**config.mk**
```make
export PLATFORM = sky130hd
export DESIGN_NAME = seg_stack_engine
export DESIGN_NICKNAME = d
export VERILOG_FILES = /design/src/rtl/ssk_pkg.sv /design/src/rtl/ssk_addr_gen.sv /design/src/rtl/ssk_ptr_unit.sv /design/src/rtl/ssk_ctrl.sv /design/src/rtl/seg_stack_engine.sv
export SDC_FILE = /design/constraint.sdc
export NUM_CORES = 1
export LEC_CHECK = 0
export ABC_AREA = 1
export BUFFER_PORTS_ARGS = -buffer_cell sky130_fd_sc_hd__buf_2
export CAP_MARGIN = 20
export CELL_PAD_IN_SITES_DETAIL_PLACEMENT = 0
export CELL_PAD_IN_SITES_GLOBAL_PLACEMENT = 1
export CORE_MARGIN = 1
export CORE_UTILIZATION = 39
export CTS_CLUSTER_DIAMETER = 100
export CTS_CLUSTER_SIZE = 24
export DETAILED_ROUTE_END_ITERATION = 8
export GPL_TIMING_DRIVEN = 0
export PLACE_DENSITY_LB_ADDON = 0.05
export SYNTH_ARGS = -nofsm -noshare
export SYNTH_HDL_FRONTEND = slang
export SYNTH_SLANG_ARGS = --single-unit
```
**constraint.sdc**
```tcl
create_clock -name clk -period 5.03 [get_ports clk]
set_input_delay 0.503 -clock clk [delete_from_list [all_inputs] [get_ports clk]]
set_output_delay 0.503 -clock clk [all_outputs]
set_load 0.1 [all_outputs]
```
**src/rtl/ssk_pkg.sv**
```systemverilog
package ssk_pkg;
  typedef enum logic [2:0] {
    ST_IDLE  = 3'd0,
    ST_WR    = 3'd1,
    ST_RD    = 3'd2,
    ST_RWAIT = 3'd3,
    ST_FIN   = 3'd4
  } ssk_state_e;
endpackage

```
**src/rtl/ssk_addr_gen.sv**
```systemverilog
module ssk_addr_gen #(
  parameter int OFF_W  = 16,
  parameter int SHIFT  = 4,
  parameter int PHYS_W = OFF_W + SHIFT
) (
  input  logic [OFF_W-1:0]  seg,
  input  logic [OFF_W-1:0]  off,
  output logic [PHYS_W-1:0] phys
);
  localparam int SUM_W = OFF_W + SHIFT + 1;
  logic [SUM_W-1:0] sum;

  always_comb begin
    sum  = {1'b0, seg, {SHIFT{1'b0}}} + SUM_W'(off);
    phys = sum[PHYS_W-1:0];
  end
endmodule

```
**src/rtl/ssk_ptr_unit.sv**
```systemverilog
module ssk_ptr_unit #(
  parameter int OFF_W = 16,
  parameter int STEP  = 2,
  parameter int EMPTY = 0
) (
  input  logic             clk,
  input  logic             rst_n,
  input  logic             load,
  input  logic [OFF_W-1:0] load_seg,
  input  logic [OFF_W-1:0] load_ptr,
  input  logic             dec,
  input  logic             inc,
  output logic [OFF_W-1:0] seg_q,
  output logic [OFF_W-1:0] ptr_q,
  output logic             is_empty,
  output logic             is_floor
);
  localparam logic [OFF_W-1:0] STEP_V  = OFF_W'(STEP);
  localparam logic [OFF_W-1:0] EMPTY_V = OFF_W'(EMPTY);
  localparam logic [OFF_W-1:0] FLOOR_V = EMPTY_V + STEP_V;
  localparam logic [OFF_W-1:0] MASK_V  = ~(STEP_V - OFF_W'(1));

  logic [OFF_W-1:0] seg_d, ptr_d;
  logic             seg_en, ptr_en;

  always_comb begin
    seg_d  = load_seg;
    seg_en = load;
    ptr_d  = ptr_q;
    ptr_en = 1'b0;
    if (load) begin
      ptr_d  = load_ptr & MASK_V;
      ptr_en = 1'b1;
    end else if (dec) begin
      ptr_d  = ptr_q - STEP_V;
      ptr_en = 1'b1;
    end else if (inc) begin
      ptr_d  = ptr_q + STEP_V;
      ptr_en = 1'b1;
    end
  end

  always_ff @(posedge clk or negedge rst_n) begin
    if (!rst_n) begin
      seg_q <= '0;
      ptr_q <= EMPTY_V;
    end else begin
      if (seg_en) seg_q <= seg_d;
      if (ptr_en) ptr_q <= ptr_d;
    end
  end

  assign is_empty = (ptr_q == EMPTY_V);
  assign is_floor = (ptr_q == FLOOR_V);

  AST_ONE_MOVE: assert property (@(posedge clk) disable iff (!rst_n)
    !(dec && inc)) else $error("pointer moved both ways");
  AST_POP_STEP: assert property (@(posedge clk) disable iff (!rst_n)
    (inc && !load) |=> (ptr_q == $past(ptr_q) + STEP_V)) else $error("pop step wrong");
endmodule

```
**src/rtl/ssk_ctrl.sv**
```systemverilog
module ssk_ctrl
  import ssk_pkg::*;
#(
  parameter int DATA_W = 16,
  parameter int BYTE_W = 8
) (
  input  logic              clk,
  input  logic              rst_n,
  input  logic              cmd_valid,
  input  logic              cmd_pop,
  input  logic [DATA_W-1:0] cmd_wdata,
  input  logic              is_empty,
  input  logic              is_floor,
  input  logic [BYTE_W-1:0] mem_rdata,
  input  logic              mem_rvalid,
  output logic              busy,
  output logic              done,
  output logic              ovf,
  output logic              unf,
  output logic              ptr_dec,
  output logic              ptr_inc,
  output logic              cfg_ok,
  output logic [((DATA_W/BYTE_W) > 1 ? $clog2(DATA_W/BYTE_W) : 1)-1:0] byte_idx,
  output logic              mem_we,
  output logic              mem_re,
  output logic [BYTE_W-1:0] mem_wdata,
  output logic [DATA_W-1:0] pop_word
);
  localparam int WORD_BYTES = DATA_W / BYTE_W;
  localparam int IDX_W      = (WORD_BYTES > 1) ? $clog2(WORD_BYTES) : 1;
  localparam logic [IDX_W-1:0] LAST = IDX_W'(WORD_BYTES - 1);

  ssk_state_e        state_q, state_d;
  logic [IDX_W-1:0]  idx_q, idx_d;
  logic [DATA_W-1:0] word_q, word_d;
  logic [DATA_W-1:0] rd_q, rd_d;
  logic              ovf_q, ovf_d, unf_q, unf_d;

  always_comb begin
    state_d = state_q;
    idx_d   = idx_q;
    word_d  = word_q;
    rd_d    = rd_q;
    ovf_d   = ovf_q;
    unf_d   = unf_q;
    ptr_dec = 1'b0;
    ptr_inc = 1'b0;
    case (state_q)
      ST_IDLE: begin
        if (cmd_valid) begin
          idx_d = '0;
          ovf_d = 1'b0;
          unf_d = 1'b0;
          if (cmd_pop) begin
            if (is_empty) begin
              unf_d   = 1'b1;
              state_d = ST_FIN;
            end else begin
              state_d = ST_RD;
            end
          end else if (is_floor) begin
            ovf_d   = 1'b1;
            state_d = ST_FIN;
          end else begin
            ptr_dec = 1'b1;
            word_d  = cmd_wdata;
            state_d = ST_WR;
          end
        end
      end
      ST_WR: begin
        if (idx_q == LAST) state_d = ST_FIN;
        else               idx_d   = idx_q + IDX_W'(1);
      end
      ST_RD: state_d = ST_RWAIT;
      ST_RWAIT: begin
        if (mem_rvalid) begin
          rd_d[idx_q*BYTE_W +: BYTE_W] = mem_rdata;
          if (idx_q == LAST) begin
            ptr_inc = 1'b1;
            state_d = ST_FIN;
          end else begin
            idx_d   = idx_q + IDX_W'(1);
            state_d = ST_RD;
          end
        end
      end
      ST_FIN:  state_d = ST_IDLE;
      default: state_d = ST_IDLE;
    endcase
  end

  always_ff @(posedge clk or negedge rst_n) begin
    if (!rst_n) begin
      state_q <= ST_IDLE;
      idx_q   <= '0;
      word_q  <= '0;
      rd_q    <= '0;
      ovf_q   <= 1'b0;
      unf_q   <= 1'b0;
    end else begin
      state_q <= state_d;
      idx_q   <= idx_d;
      word_q  <= word_d;
      rd_q    <= rd_d;
      ovf_q   <= ovf_d;
      unf_q   <= unf_d;
    end
  end

  assign busy      = (state_q != ST_IDLE);
  assign done      = (state_q == ST_FIN);
  assign ovf       = done && ovf_q;
  assign unf       = done && unf_q;
  assign cfg_ok    = (state_q == ST_IDLE) && !cmd_valid;
  assign byte_idx  = idx_q;
  assign mem_we    = (state_q == ST_WR);
  assign mem_re    = (state_q == ST_RD);
  assign mem_wdata = word_q[idx_q*BYTE_W +: BYTE_W];
  assign pop_word  = rd_q;

  AST_ONE_ACCESS: assert property (@(posedge clk) disable iff (!rst_n)
    !(mem_we && mem_re)) else $error("read and write together");
  AST_DONE_PULSE: assert property (@(posedge clk) disable iff (!rst_n)
    done |=> !done) else $error("done longer than one cycle");
  AST_BUSY_CLEARS: assert property (@(posedge clk) disable iff (!rst_n)
    done |=> !busy) else $error("busy after done");
endmodule

```
**src/rtl/seg_stack_engine.sv**
```systemverilog
module seg_stack_engine #(
  parameter int OFF_W  = 16,
  parameter int SHIFT  = 4,
  parameter int DATA_W = 16,
  parameter int BYTE_W = 8
) (
  input  logic                     clk,
  input  logic                     rst_n,
  input  logic                     cmd_valid,
  input  logic                     cmd_pop,
  input  logic [DATA_W-1:0]        cmd_wdata,
  input  logic                     cfg_load,
  input  logic [OFF_W-1:0]         cfg_seg,
  input  logic [OFF_W-1:0]         cfg_ptr,
  output logic                     busy,
  output logic                     done,
  output logic [DATA_W-1:0]        pop_word,
  output logic                     overflow,
  output logic                     underflow,
  output logic [OFF_W-1:0]         sp_out,
  output logic [OFF_W-1:0]         ss_out,
  output logic [OFF_W+SHIFT-1:0]   mem_addr,
  output logic                     mem_we,
  output logic                     mem_re,
  output logic [BYTE_W-1:0]        mem_wdata,
  input  logic [BYTE_W-1:0]        mem_rdata,
  input  logic                     mem_rvalid
);
  localparam int PHYS_W     = OFF_W + SHIFT;
  localparam int WORD_BYTES = DATA_W / BYTE_W;
  localparam int IDX_W      = (WORD_BYTES > 1) ? $clog2(WORD_BYTES) : 1;

  logic             rst_meta, rst_s;
  logic             ptr_dec, ptr_inc, cfg_ok, is_empty, is_floor;
  logic [IDX_W-1:0] byte_idx;
  logic [OFF_W-1:0] seg_q, ptr_q, byte_off;

  always_ff @(posedge clk or negedge rst_n) begin
    if (!rst_n) begin
      rst_meta <= 1'b0;
      rst_s    <= 1'b0;
    end else begin
      rst_meta <= 1'b1;
      rst_s    <= rst_meta;
    end
  end

  ssk_ptr_unit #(.OFF_W(OFF_W), .STEP(WORD_BYTES), .EMPTY(0)) u_ptr (
    .clk(clk), .rst_n(rst_s),
    .load(cfg_load && cfg_ok), .load_seg(cfg_seg), .load_ptr(cfg_ptr),
    .dec(ptr_dec), .inc(ptr_inc),
    .seg_q(seg_q), .ptr_q(ptr_q), .is_empty(is_empty), .is_floor(is_floor)
  );

  ssk_ctrl #(.DATA_W(DATA_W), .BYTE_W(BYTE_W)) u_ctrl (
    .clk(clk), .rst_n(rst_s),
    .cmd_valid(cmd_valid), .cmd_pop(cmd_pop), .cmd_wdata(cmd_wdata),
    .is_empty(is_empty), .is_floor(is_floor),
    .mem_rdata(mem_rdata), .mem_rvalid(mem_rvalid),
    .busy(busy), .done(done), .ovf(overflow), .unf(underflow),
    .ptr_dec(ptr_dec), .ptr_inc(ptr_inc), .cfg_ok(cfg_ok),
    .byte_idx(byte_idx), .mem_we(mem_we), .mem_re(mem_re),
    .mem_wdata(mem_wdata), .pop_word(pop_word)
  );

  assign byte_off = ptr_q + OFF_W'(byte_idx);

  ssk_addr_gen #(.OFF_W(OFF_W), .SHIFT(SHIFT), .PHYS_W(PHYS_W)) u_addr (
    .seg(seg_q), .off(byte_off), .phys(mem_addr)
  );

  assign sp_out = ptr_q;
  assign ss_out = seg_q;

  AST_BYTE_ORDER: assert property (@(posedge clk) disable iff (!rst_s)
    (mem_we && $past(mem_we)) |-> (mem_addr == $past(mem_addr) + PHYS_W'(1)))
    else $error("high byte not above low byte");
  AST_NO_OVERFLOW: assert property (@(posedge clk) disable iff (!rst_s)
    (done && overflow) |-> (!$past(mem_we) && $stable(sp_out)))
    else $error("refused push touched state");
  AST_NO_UNDERFLOW: assert property (@(posedge clk) disable iff (!rst_s)
    (done && underflow) |-> (!$past(mem_re) && $stable(sp_out)))
    else $error("refused pop touched state");
endmodule

```
# Yosys cells after proc, flatten, opt, wreduce, memory -nomap -nowiden
# Cells that the tools add are included.
# Widths: inputs -> output; s select.
# totals
regBits	72
latch_bits	0
romBits	0
n_memories	0
mem_bits_rw	0
# op_classes
reduce_logical	16
eq_ne	8
order_cmp	0
bitwise_logic	2
mul	0
n_mux	30
add_sub_neg	6
div_mod_pow	0
shifts	3
# op_table
operator	n
$mux 16	3
$neg 4->34	1
$shift 8x34->16 const A	1
$shiftx 8x34->16	1
$mux 3	7
$add 20x16->20	1
$mux 1	17
$add 16x1->16	1
$add 16x2->16 const B	1
$bwmux 16	1
$eq 16x2->1 const B	1
$logic_not 16->1	1
$shiftx 16x5->8	1
$sub 16x2->16 const B	1
$pmux 3 s4	1
$reduce_bool 3->1	3
$eq 3x2->1 const B	2
$reduce_and 2->1	3
$reduce_and 3->1	2
$logic_and 1x1->1	4
$ne 2x2->1 const B	2
$reduce_and 4->1	1
$eq 3x1->1 const B	1
$eq 3x3->1 const B	1
6 further kinds	7

# Logic depth before layout (Yosys ltp)
# Gate-level depths: netlist of the first run.
# logic_depth
ltp_word	8
mapped_depth	18

# Hierarchy
# Synthesis of the first run repeated with hierarchy kept, for this count alone.
# hier_totals
cells_unflattened	740
hier_area_um2	5077.4
# by_module_without_submodules
module	area_per_inst_um2	cells_each	seq_area_each_um2	instances
ssk_ptr_unit	1909.3	278	775.7	1
ssk_ctrl	1829.3	216	950.9	1
ssk_addr_gen	862.1	168	0.0	1
seg_stack_engine	476.7	78	50.0	1

# Least setup slack after synthesis of the first run
# Ideal clock, no wire load.
# synth_path
kind	reg-to-output
startpoint	register u_ctrl.state_q[2]
endpoint	output port overflow
slack_ns	0.422
n_path_buf	0
arrival_ns	4.105
stages_incl_launch_ff	5
path_cell_list	dfrtp_1 inv_2 nor3_1 inv_1 nor2_1
# synth_between
elab_chain_cells	2
# synth_lines
item	line	rtl
start: declaration	ssk_ctrl.sv:33	ssk_state_e state_q, state_d;
start signal: assignment	ssk_ctrl.sv:102	state_q <= state_d;
$eq 3x3->1	ssk_ctrl.sv:112	assign done = (state_q == ST_FIN);
named net done	seg_stack_engine.sv:16	output logic done,
$logic_and 1x1->1	ssk_ctrl.sv:113	assign ovf = done && ovf_q;
end: declaration	seg_stack_engine.sv:18	output logic overflow,
# The timed path passes the listed nets, and every way through them passes these cells.

# Worst setup path in the final report of the first run
# layout_path
startpoint	register u_ptr.ptr_q[4]
endpoint	output port mem_addr[18]
# layout_between
elab_chain_cells	2
# layout_lines
item	line	rtl
start: declaration	ssk_ptr_unit.sv:14	output logic [OFF_W-1:0] ptr_q,
start signal: assignment	ssk_ptr_unit.sv:49	if (ptr_en) ptr_q <= ptr_d;
$add 16x1->16	seg_stack_engine.sv:66	assign byte_off = ptr_q + OFF_W'(byte_idx);
$add 20x16->20	ssk_addr_gen.sv:14	sum = {1'b0, seg, {SHIFT{1'b0}}} + SUM_W'(off);
end: declaration	seg_stack_engine.sv:22	output logic [OFF_W+SHIFT-1:0] mem_addr,
# No other way between the ends.

==> results of run 1 <==
## cell families after synthesis
| logic type | after synthesis | share of synthesized area (%) |
|---|---|---|
| AND/OR/NAND/NOR | 466 | 40.3 |
| buffers and inverters | 93 | 8.65 |
| flip-flops | 71 | 36.0 |
| AO/OA/AOI/OAI | 53 | 5.58 |
| XOR/XNOR | 27 | 4.79 |
| adder cells (fa/ha/maj) | 17 | 4.46 |
| other | 2 | 0.152 |
## sequential cells by signal (all words and copies together), names as in the netlist
signal,flops
rst_s,1
u_ctrl.word_q,16
u_ctrl.state_q,3
u_ptr.ptr_q,15
u_ctrl.pop_word,16
rst_meta,1
u_ctrl.ovf_q,1
u_ptr.seg_q,16
u_ctrl.unf_q,1
u_ctrl.byte_idx,1
## cell type report
| type | count | area, µm² |
|---|---|---|
| fill | 1276 | 5970 |
| multi-input combinational | 566 | 2730 |
| sequential | 71 | 1780 |
| timing repair buffer | 143 | 736 |
| clock buffer | 9 | 225 |
| buffer | 38 | 215 |
| inverter | 55 | 211 |
| tap | 168 | 210 |
| clock inverter | 7 | 80.1 |
## per-stage QoR
step,area [µm²],hold WS (ps),setup slack [ps],std cells
3_5_place_dp,5880,292,1950,1040
2_1_floorplan,4940,207,422,730
6_report,6190,291,1600,1057
5_1_grt,6190,336,1380,1057
4_1_cts,6190,315,1570,1057
3_3_place_gp,5850,288,1940,1039
## path summary, 6_finish.rpt
check / cells past startpoint / slack, ps / from / end
worst max-delay path: 13 / 1600 / u_ptr.ptr_q[4] / mem_addr[18]
worst min-delay path: 0 / 290 / rst_s / u_ctrl.pop_word[2]
worst max register to register: 10 / 3190 / u_ptr.ptr_q[1] / u_ptr.ptr_q[15]
worst min register to register: 0 / 290 / rst_s / u_ctrl.pop_word[2]
max in group asynchronous: 1 / 4170 / rst_s / u_ptr.seg_q[2]
min in group clk: 3 / 350 / cfg_seg[12] / u_ptr.seg_q[12]
## worst max-delay path, cell delays in order, from the launching register on
cell and delay [ps]:
dfrtp_1 370, buf_2 190, xor2_1 190, inv_1 70
ha_1 220, fa_1 450, nand3_1 110, nand2_1 110
nand3_1 90, nand3_1 150, nand3_1 100, nand2_1 50
nand2_1 50, buf_2 420
## synthesized netlist by cell type, drive strengths merged (2+ instances only)
cell type,number,area (µm²)
buf,25,166
xor2,24,210
clkbuf,13,48.8
nand3,48,265
inv,55,211
nand4,13,87.6
nor3,3,20.0
a21oi,15,75.1
ha,16,200
o21ai,33,165
dfrtp,71,1780
a31oi,2,12.5
nand2,312,1190
xnor2,3,26.3
conb,2,7.51
nor2,88,409
## metal layers
metal	up-vias	routed length, µm	GRT usage [%]
met4	0	201	7.53
met2	128	6860	38.9
met5	-	0	0
met3	12	776	4.50
li1	2581	-	-
met1	2321	6590	30.5
## placed cells by master (no fill, tap or decap), types with 2 or more instances in the layout
| cell | instances |
|---|---|
| nand2_1 | 307 |
| buf_2 | 157 |
| nor2_1 | 70 |
| dfrtp_1 | 70 |
| inv_1 | 48 |
| nand3_1 | 46 |
| o21ai_0 | 30 |
| xor2_1 | 24 |
| ha_1 | 16 |
| a21oi_1 | 15 |
| clkbuf_1 | 13 |
| nor2_2 | 13 |
| nand4_1 | 12 |
| clkbuf_16 | 9 |
| inv_2 | 6 |
| buf_4 | 5 |
| nor2_4 | 4 |
| buf_6 | 3 |
| xnor2_1 | 3 |
| nand2_2 | 3 |
| inv_6 | 3 |
| o21ai_1 | 3 |
| conb_1 | 3 |
| nor3_1 | 2 |
| nand3_4 | 2 |
| a31oi_1 | 2 |
| nand2_4 | 2 |
## what timing repair did
action,4_1_cts,5_1_grt
hold endpoints to repair,2,0
hold buffers,1,0
resized for setup,0,0
==> impl_metrics.py, run 1 <==
metrics = {
    "outcome": {
        "status": "finished clean",
    },
    "job": {
        "cap_violations": 0,
    },
    "route": {
        "avgRoutedWirePerCell_um": 13.6,
        "ant_nets": 0,
        "drtPass1Iterations": 4,
        "drc_errors": 0,
        "routed_wl_um": 14400,
        "vias": 5042,
        "drtIter0Drc": 338,
        "viasPerCell": 4.77,
    },
    "worst_setup_path": {
        "critPathRequiredTime_ps": 4530,
        "cp_max_fo": 9,
        "worstSetupStartpointType": "flop",
        "end_kind": "output pin",
        "worstSetupPathType": "flop to output pin",
        "cp.arrival_ps": 2930,
    },
    "timing": {
        "slew_violations": 0,
        "fin_skew_ps": 8.35,
        "fmax_mhz": 292,
        "setup_viol": 0,
        "fin_crit_sh_pct": 68.2,
        "period_needed_ps": 3430,
        "worst_pin_slew_ps": 512,
        "relSlewSlack_pct": 66.1,
        "rsz0062_at_grt": "false",
        "setup-tns-final_ps": 0,
        "finalHoldViolations": 0,
    },
    "cells_and_area": {
        "final_util_pct": 50.9,
        "drive_above_1_share_pct": 24.6,
        "nets": 963,
        "diodes": 0,
        "area_growth_pct": 25.5,
    },
    "floorplan": {
        "fp.dieH_um": 114,
        "dieArea_um2": 13100,
        "fp.coreArea_um2": 12200,
        "fp.dieW_um": 114,
        "start_util_pct": 40.6,
        "rows": 40,
        "io_pins": 144,
    },
    "min_path": {
        "hold_path.class": "flop to async pin",
    },
    "cts": {
        "cts_max_path_buffers": 2,
        "clk_latency_ps": 340,
        "clk_pin_slew_ps": 60,
        "cts_tree": "yes",
        "htree_levels": 3,
        "cts_buffers": 9,
        "cts_setup_buffers": 0,
        "cts-root-buf": "clkbuf_16",
        "numClockSinks": 71,
    },
    "logic_synthesis": {
        "synthCells": 729,
        "synthArstFlopShare_pct": 100,
        "ys_seq_area_share_pct": 36.0,
        "synth_edf_count": 0,
        "synth_area_um2": 4930,
        "synth_flop_cell": "dfrtp_1",
        "yosysUniqueCellTypes": 36,
        "syn_avg_cell_area_um2": 6.77,
        "ys_seq_elements": 71,
        "yosys_warnings": 0,
    },
    "global_route": {
        "antenna_found_initial": 0,
        "grt_max_degree": 36,
        "overflow": 0,
        "grt.total_usage_pct": 23.4,
        "first_global_vias": 4867,
        "grt_pass1_wl_um": 23600,
    },
    "place": {
        "place_hpwl_um": 11000,
        "place_congestion": 0.863,
        "numPortBuffers": 141,
    },
}
Power of run 1 is not shown: default switching activity piles up to over one toggle a cycle in this logic, so the estimate is an artifact.
==> run 2, diff against run 1 <==
- ABC_AREA: 1 -> 0
- CORE_UTILIZATION: 39 -> 37
- clock period: 5.03 -> 3.4 ns (I/O delays scaled with it)
==> impl_metrics.py, run 2 <==
metrics = {
    "cts": {
        "cts_max_path_buffers": 2,
        "cts_tree": "yes",
        "numClockSinks": 71,
        "htree_levels": 3,
        "clk_pin_slew_ps": 60,
        "clk_latency_ps": 340,
        "cts-root-buf": "clkbuf_16",
        "cts_buffers": 9,
    },
    "worst_setup_path": {
        "critical-path-top-delay-family": "compound AO/OA/AOI/OAI gates",
        "critPathRequiredTime_ps": 3060,
        "crit_top_cell": "xnor2_2",
        "worstSetupStartpointType": "flop",
        "crit_buf_inv": 1,
        "critPathSlowestCell": "dfrtp_2",
        "cp_max_fo": 4,
        "end_kind": "output pin",
        "critPathMaxStageDelay_ps": 440,
        "cp.arrival_ps": 3030,
        "worstSetupPathType": "flop to output pin",
        "worstPathCellList": "xnor2_2 > ha_2 > fa_2 > a211o_1 > a211oi_4 > o31ai_4 > o2111ai_2 > xnor2_2 > buf_6",
    },
    "floorplan": {
        "dieArea_um2": 11900,
        "fp.dieH_um": 109,
        "fp.dieW_um": 109,
        "io_pins": 144,
        "fp.coreArea_um2": 11000,
        "start_util_pct": 38.6,
        "rows": 38,
    },
    "cells_and_area": {
        "drive_above_1_share_pct": 37.7,
        "final_common_cell": "buf_2",
        "diodes": 0,
        "layout_common_cells": "136 x buf_2, 98 x nand2_1, 62 x dfrtp_1",
        "nets": 696,
        "area_growth_pct": 35.3,
    },
    "timing": {
        "fin_crit_sh_pct": 99.0,
        "setup_viol": 0,
        "worst_pin_slew_ps": 872,
        "finalWorstSetupSlack_ps": 34.8,
        "period_needed_ps": 3370,
        "rsz0062_at_grt": "true",
        "fin_skew_ps": 5.01,
        "relSlewSlack_pct": 41.0,
        "slew_violations": 0,
        "finalHoldViolations": 0,
        "fmax_mhz": 297,
    },
    "logic_synthesis": {
        "synthArstFlopShare_pct": 100,
        "yosysTopAreaCell": "dfrtp_1",
        "synth_edf_count": 0,
        "ys_seq_elements": 71,
        "synth_top_area_share_pct": 41.9,
        "yosys-top-cells-area": "dfrtp_1 42%, mux2_2 8.8%, nand2_1 8.7%",
        "synth_flop_cell": "dfrtp_1",
        "synthCells": 460,
        "ys_seq_area_share_pct": 41.9,
        "yosys_warnings": 0,
        "synth_area_um2": 4240,
        "yosysMostFrequentCell": "nand2_1",
        "synthTopCellsByCount": "98 x nand2_1, 71 x dfrtp_1, 33 x mux2_2, 25 x clkbuf_1, 25 x nor2_1",
        "yosysUniqueCellTypes": 59,
        "syn_avg_cell_area_um2": 9.22,
    },
    "global_route": {
        "grt_util_met1_pct": 26.8,
        "grt_pass1_wl_um": 18900,
        "grt_util_met3_pct": 5.68,
        "first_global_vias": 3829,
        "globalRoute.busiestLayer": "met2",
        "use_met2_pct": 34.0,
        "grt_max_degree": 61,
        "overflow": 0,
        "grt.total_usage_pct": 20.9,
        "antenna_found_initial": 0,
    },
    "place": {
        "pre_cts_ws_ps": -157,
        "place_congestion": 0.776,
        "numPortBuffers": 141,
        "place_hpwl_um": 8660,
    },
    "route": {
        "drc_errors": 0,
        "drtIter0Drc": 172,
        "drtPass1Iterations": 4,
        "avgRoutedWirePerCell_um": 15.4,
        "vias": 3884,
        "ant_nets": 0,
        "viasPerCell": 5.10,
        "routed_wl_um": 11700,
    },
    "job": {
        "cap_violations": 0,
    },
    "outcome": {
        "status": "finished clean",
    },
    "min_path": {
        "hold_path.class": "flop to async pin",
    },
}
-- run 2: changes by cell type after synthesis, sizes merged, moves of 17 or more --
cell,delta
inv,-47
nand3,-38
nand2,-213
mux2,+33
o21ai,-17
buf,-18
nor2,-63
-- run 2: worst reg2reg max path, delay by kind of cell (launching register included) --
kind                   cells  cell delay, ps
flip-flops                 1             400
AO/OA/AOI/OAI              1             530
buffers and inverters      2             480
multiplexers               1             350
AND/OR/NAND/NOR            2            1020
-- run 2: metal layers --
layer | up-vias | part of all wire [%]
met5 | - | 0
met4 | 0 | 1.5
met3 | 15 | 5.1
met2 | 105 | 48
met1 | 1833 | 45
li1 | 1931 | -
-- run 2: worst paths after layout --
path | from | endpoint | slack (ps) | cells after the start
worst max-delay path | u_ptr.ptr_q[4] | mem_addr[18] | 30 | 9
worst min-delay path | rst_s | u_ptr.seg_q[13] | 160 | 0
worst max register to register | u_ptr.ptr_q[7] | u_ctrl.word_q[7] | 510 | 6
worst min register to register | rst_s | u_ptr.seg_q[13] | 160 | 0
max in group asynchronous | rst_s | u_ptr.ptr_q[10] | 2660 | 1
min in group clk | cfg_seg[3] | u_ptr.seg_q[3] | 190 | 3
-- run 2: kinds of logic (layout without fill, tap and decap cells) --
| logic type | after synthesis | in the layout | share of synthesized area [%] |
|---|---|---|---|
| AOI/OAI and AO/OA | 73 | 73 | 11.9 |
| xor gates and xnor gates | 26 | 26 | 5.37 |
| adders and majority gates | 17 | 17 | 5.19 |
| buffers and inverters | 40 | 200 | 3.86 |
| DFF | 71 | 71 | 41.9 |
| muxes | 33 | 33 | 8.76 |
| other | 2 | 3 | 0.177 |
| and+or+nand+nor | 198 | 198 | 22.9 |
-- run 2: repair_timing --
item | in CTS | in global routing
pin swaps | 2 | 10
buffers inserted | 0 | 5
endpoints found under the hold margin | 2 | 0
setup endpoints to repair | 7 | 6
hold buffers | 1 | 0
gates resized for setup | 16 | 8
-- run 2: area by class of cell --
class	count	area, µm²
plain buffers	29	134
inverters	8	30.0
clock inverters	6	109
multi-input cells	350	2460
clock buffers	9	225
repair buffers	148	817
well taps	140	175
flip-flops and latches	71	1790
fillers	1069	5250
-- run 2: metrics by stage --
stage | utilization (%) | TNS (ps) | hold WS (ps) | instances | area [µm²]
2_1_floorplan | - | -611 | 44.4 | 461 | 4370
3_3_place_gp | 47.8 | -236 | 125 | 742 | 5260
3_5_place_dp | 48.1 | -368 | 133 | 743 | 5290
4_1_cts | 51.8 | 0 | 169 | 758 | 5690
5_1_grt | 52.2 | -24.1 | 177 | 761 | 5740
6_report | 52.2 | 0 | 163 | 761 | 5740
Power of run 2 is left out for the same reason.
==> run 3, diff against run 2 <==
- CELL_PAD_IN_SITES_DETAIL_PLACEMENT: 0 -> default
- CELL_PAD_IN_SITES_GLOBAL_PLACEMENT: 1 -> default
- CORE_UTILIZATION: 37 -> 50
==> impl_metrics.py, run 3 (synthesis gave the netlist of run 2 again) <==
metrics = {
    "outcome": {
        "status": "finished clean",
    },
    "timing": {
        "fmax_mhz": 304,
        "slew_violations": 0,
        "relSlewSlack_pct": 44.5,
        "worst_pin_slew_ps": 821,
        "setup_viol": 0,
        "finalWorstSetupSlack_ps": 109,
        "fin_crit_sh_pct": 96.8,
        "finalHoldViolations": 0,
        "period_needed_ps": 3290,
        "rsz0062_at_grt": "true",
        "fin_skew_ps": 9.42,
    },
    "route": {
        "vias": 3904,
        "drc_errors": 0,
        "drtPass1Iterations": 4,
        "ant_nets": 0,
        "drtIter0Drc": 127,
        "avgRoutedWirePerCell_um": 15.0,
        "viasPerCell": 5.37,
        "routed_wl_um": 10900,
    },
    "cells_and_area": {
        "finalInstanceArea_um2": 5530,
        "layout_common_cells": "137 x buf_2, 98 x nand2_1, 62 x dfrtp_1",
        "diodes": 0,
        "area_growth_pct": 30.4,
        "final_common_cell": "buf_2",
        "drive_above_1_share_pct": 37.5,
        "nets": 696,
        "fillers": 723,
        "final_cells": 727,
        "final_util_pct": 67.3,
    },
    "worst_setup_path": {
        "critical-path-top-delay-family": "compound AO/OA/AOI/OAI gates",
        "crit_buf_inv": 1,
        "cp_max_fo": 4,
        "critPathSlowestCell": "dfrtp_2",
        "path_depth": 9,
        "crit_top_cell": "xnor2_2",
        "ff2ff_path_depth": 6,
        "critPathRequiredTime_ps": 3060,
        "critPathMaxStageDelay_ps": 440,
        "cp.arrival_ps": 2950,
        "worstSetupStartpointType": "flop",
        "worstSetupPathType": "flop to output pin",
        "worstPathCellList": "xnor2_2 > ha_2 > fa_2 > a211o_1 > a211oi_4 > o31ai_4 > o2111ai_2 > xnor2_2 > buf_8",
        "end_kind": "output pin",
    },
    "min_path": {
        "hold_depth": 3,
        "hold_path.class": "input port to flop",
    },
    "place": {
        "placed_area_um2": 5240,
        "dp_cells": 708,
        "place_hpwl_um": 8060,
        "pre_cts_ws_ps": -109,
        "place_congestion": 0.873,
        "numPortBuffers": 141,
    },
    "global_route": {
        "antenna_found_initial": 0,
        "grt_pass1_wl_um": 17300,
        "first_global_vias": 3718,
        "grt.total_usage_pct": 25.4,
        "grt_max_degree": 60,
        "overflow": 0,
    },
    "cts": {
        "clk_latency_ps": 350,
        "numClockSinks": 71,
        "cts_tree": "yes",
        "cts_max_path_buffers": 2,
        "htree_levels": 3,
        "cts-root-buf": "clkbuf_8",
        "clk_pin_slew_ps": 80,
        "cts_buffers": 9,
    },
    "floorplan": {
        "fp.dieH_um": 94.1,
        "start_util_pct": 51.6,
        "dieArea_um2": 8860,
        "io_pins": 144,
        "fp.coreArea_um2": 8220,
        "rows": 33,
        "fp.dieW_um": 94.1,
    },
    "job": {
        "cap_violations": 0,
    },
}
run 3: cell count changes in the layout (fill, tap and decap cells not counted), sizes merged:
cell,previous run,this run
bufinv,3,0
inv,9,10
clkinv,2,3
buf,153,152
clkinvlp,0,1
clkbuf,32,34
run 3: worst min-delay path: stages:
cell     delay (ps)
buf_2            70
nand2_1          40
nand2_1          40
run 3: routing by layer:
metal	up-vias	wire length [µm]	track usage (%)
met5	-	0	0
met4	0	134	8.59
met3	13	633	7.28
met2	117	5460	43.2
met1	1844	4650	30.7
li1	1930	-	-
run 3: final timing paths:
path | start | to | slack, ps
setup / recovery | u_ptr.ptr_q[4] | mem_addr[18] | 110
hold / removal | cfg_seg[8] | u_ptr.seg_q[8] | 170
setup reg to reg | u_ptr.ptr_q[7] | u_ctrl.word_q[9] | 560
hold reg to reg | rst_s | u_ptr.seg_q[11] | 180
max in group asynchronous | rst_s | u_ptr.ptr_q[10] | 2650
min in group asynchronous | rst_s | u_ptr.seg_q[11] | 180
run 3: per-stage QoR:
step	TNS [ps]	hold slack, ps
after floorplan	-611	44.4
after global placement	-195	125
after detailed placement	-230	126
after CTS	0	153
after global routing	-26.2	162
final	0	169
run 3: final cells by class:
cell class	count	area, µm²	share of cell area (%)
Multi-Input combinational cell	350	2450	44.4
Sequential cell	71	1790	32.4
Timing Repair Buffer	147	807	14.6
Clock buffer	10	138	2.49
Buffer	30	138	2.49
Tap cell	105	131	2.38
Clock inverter	6	43.8	0.792
Inverter	8	30.0	0.543
run 3: what timing repair did:
action,in CTS,in global routing
hold buffers,1,0
hold endpoints to repair,2,0
resized for setup,18,3
buffers inserted,0,4
pin swaps,2,9
endpoints found under the setup margin,6,4
Power of run 3 is left out for the same reason.
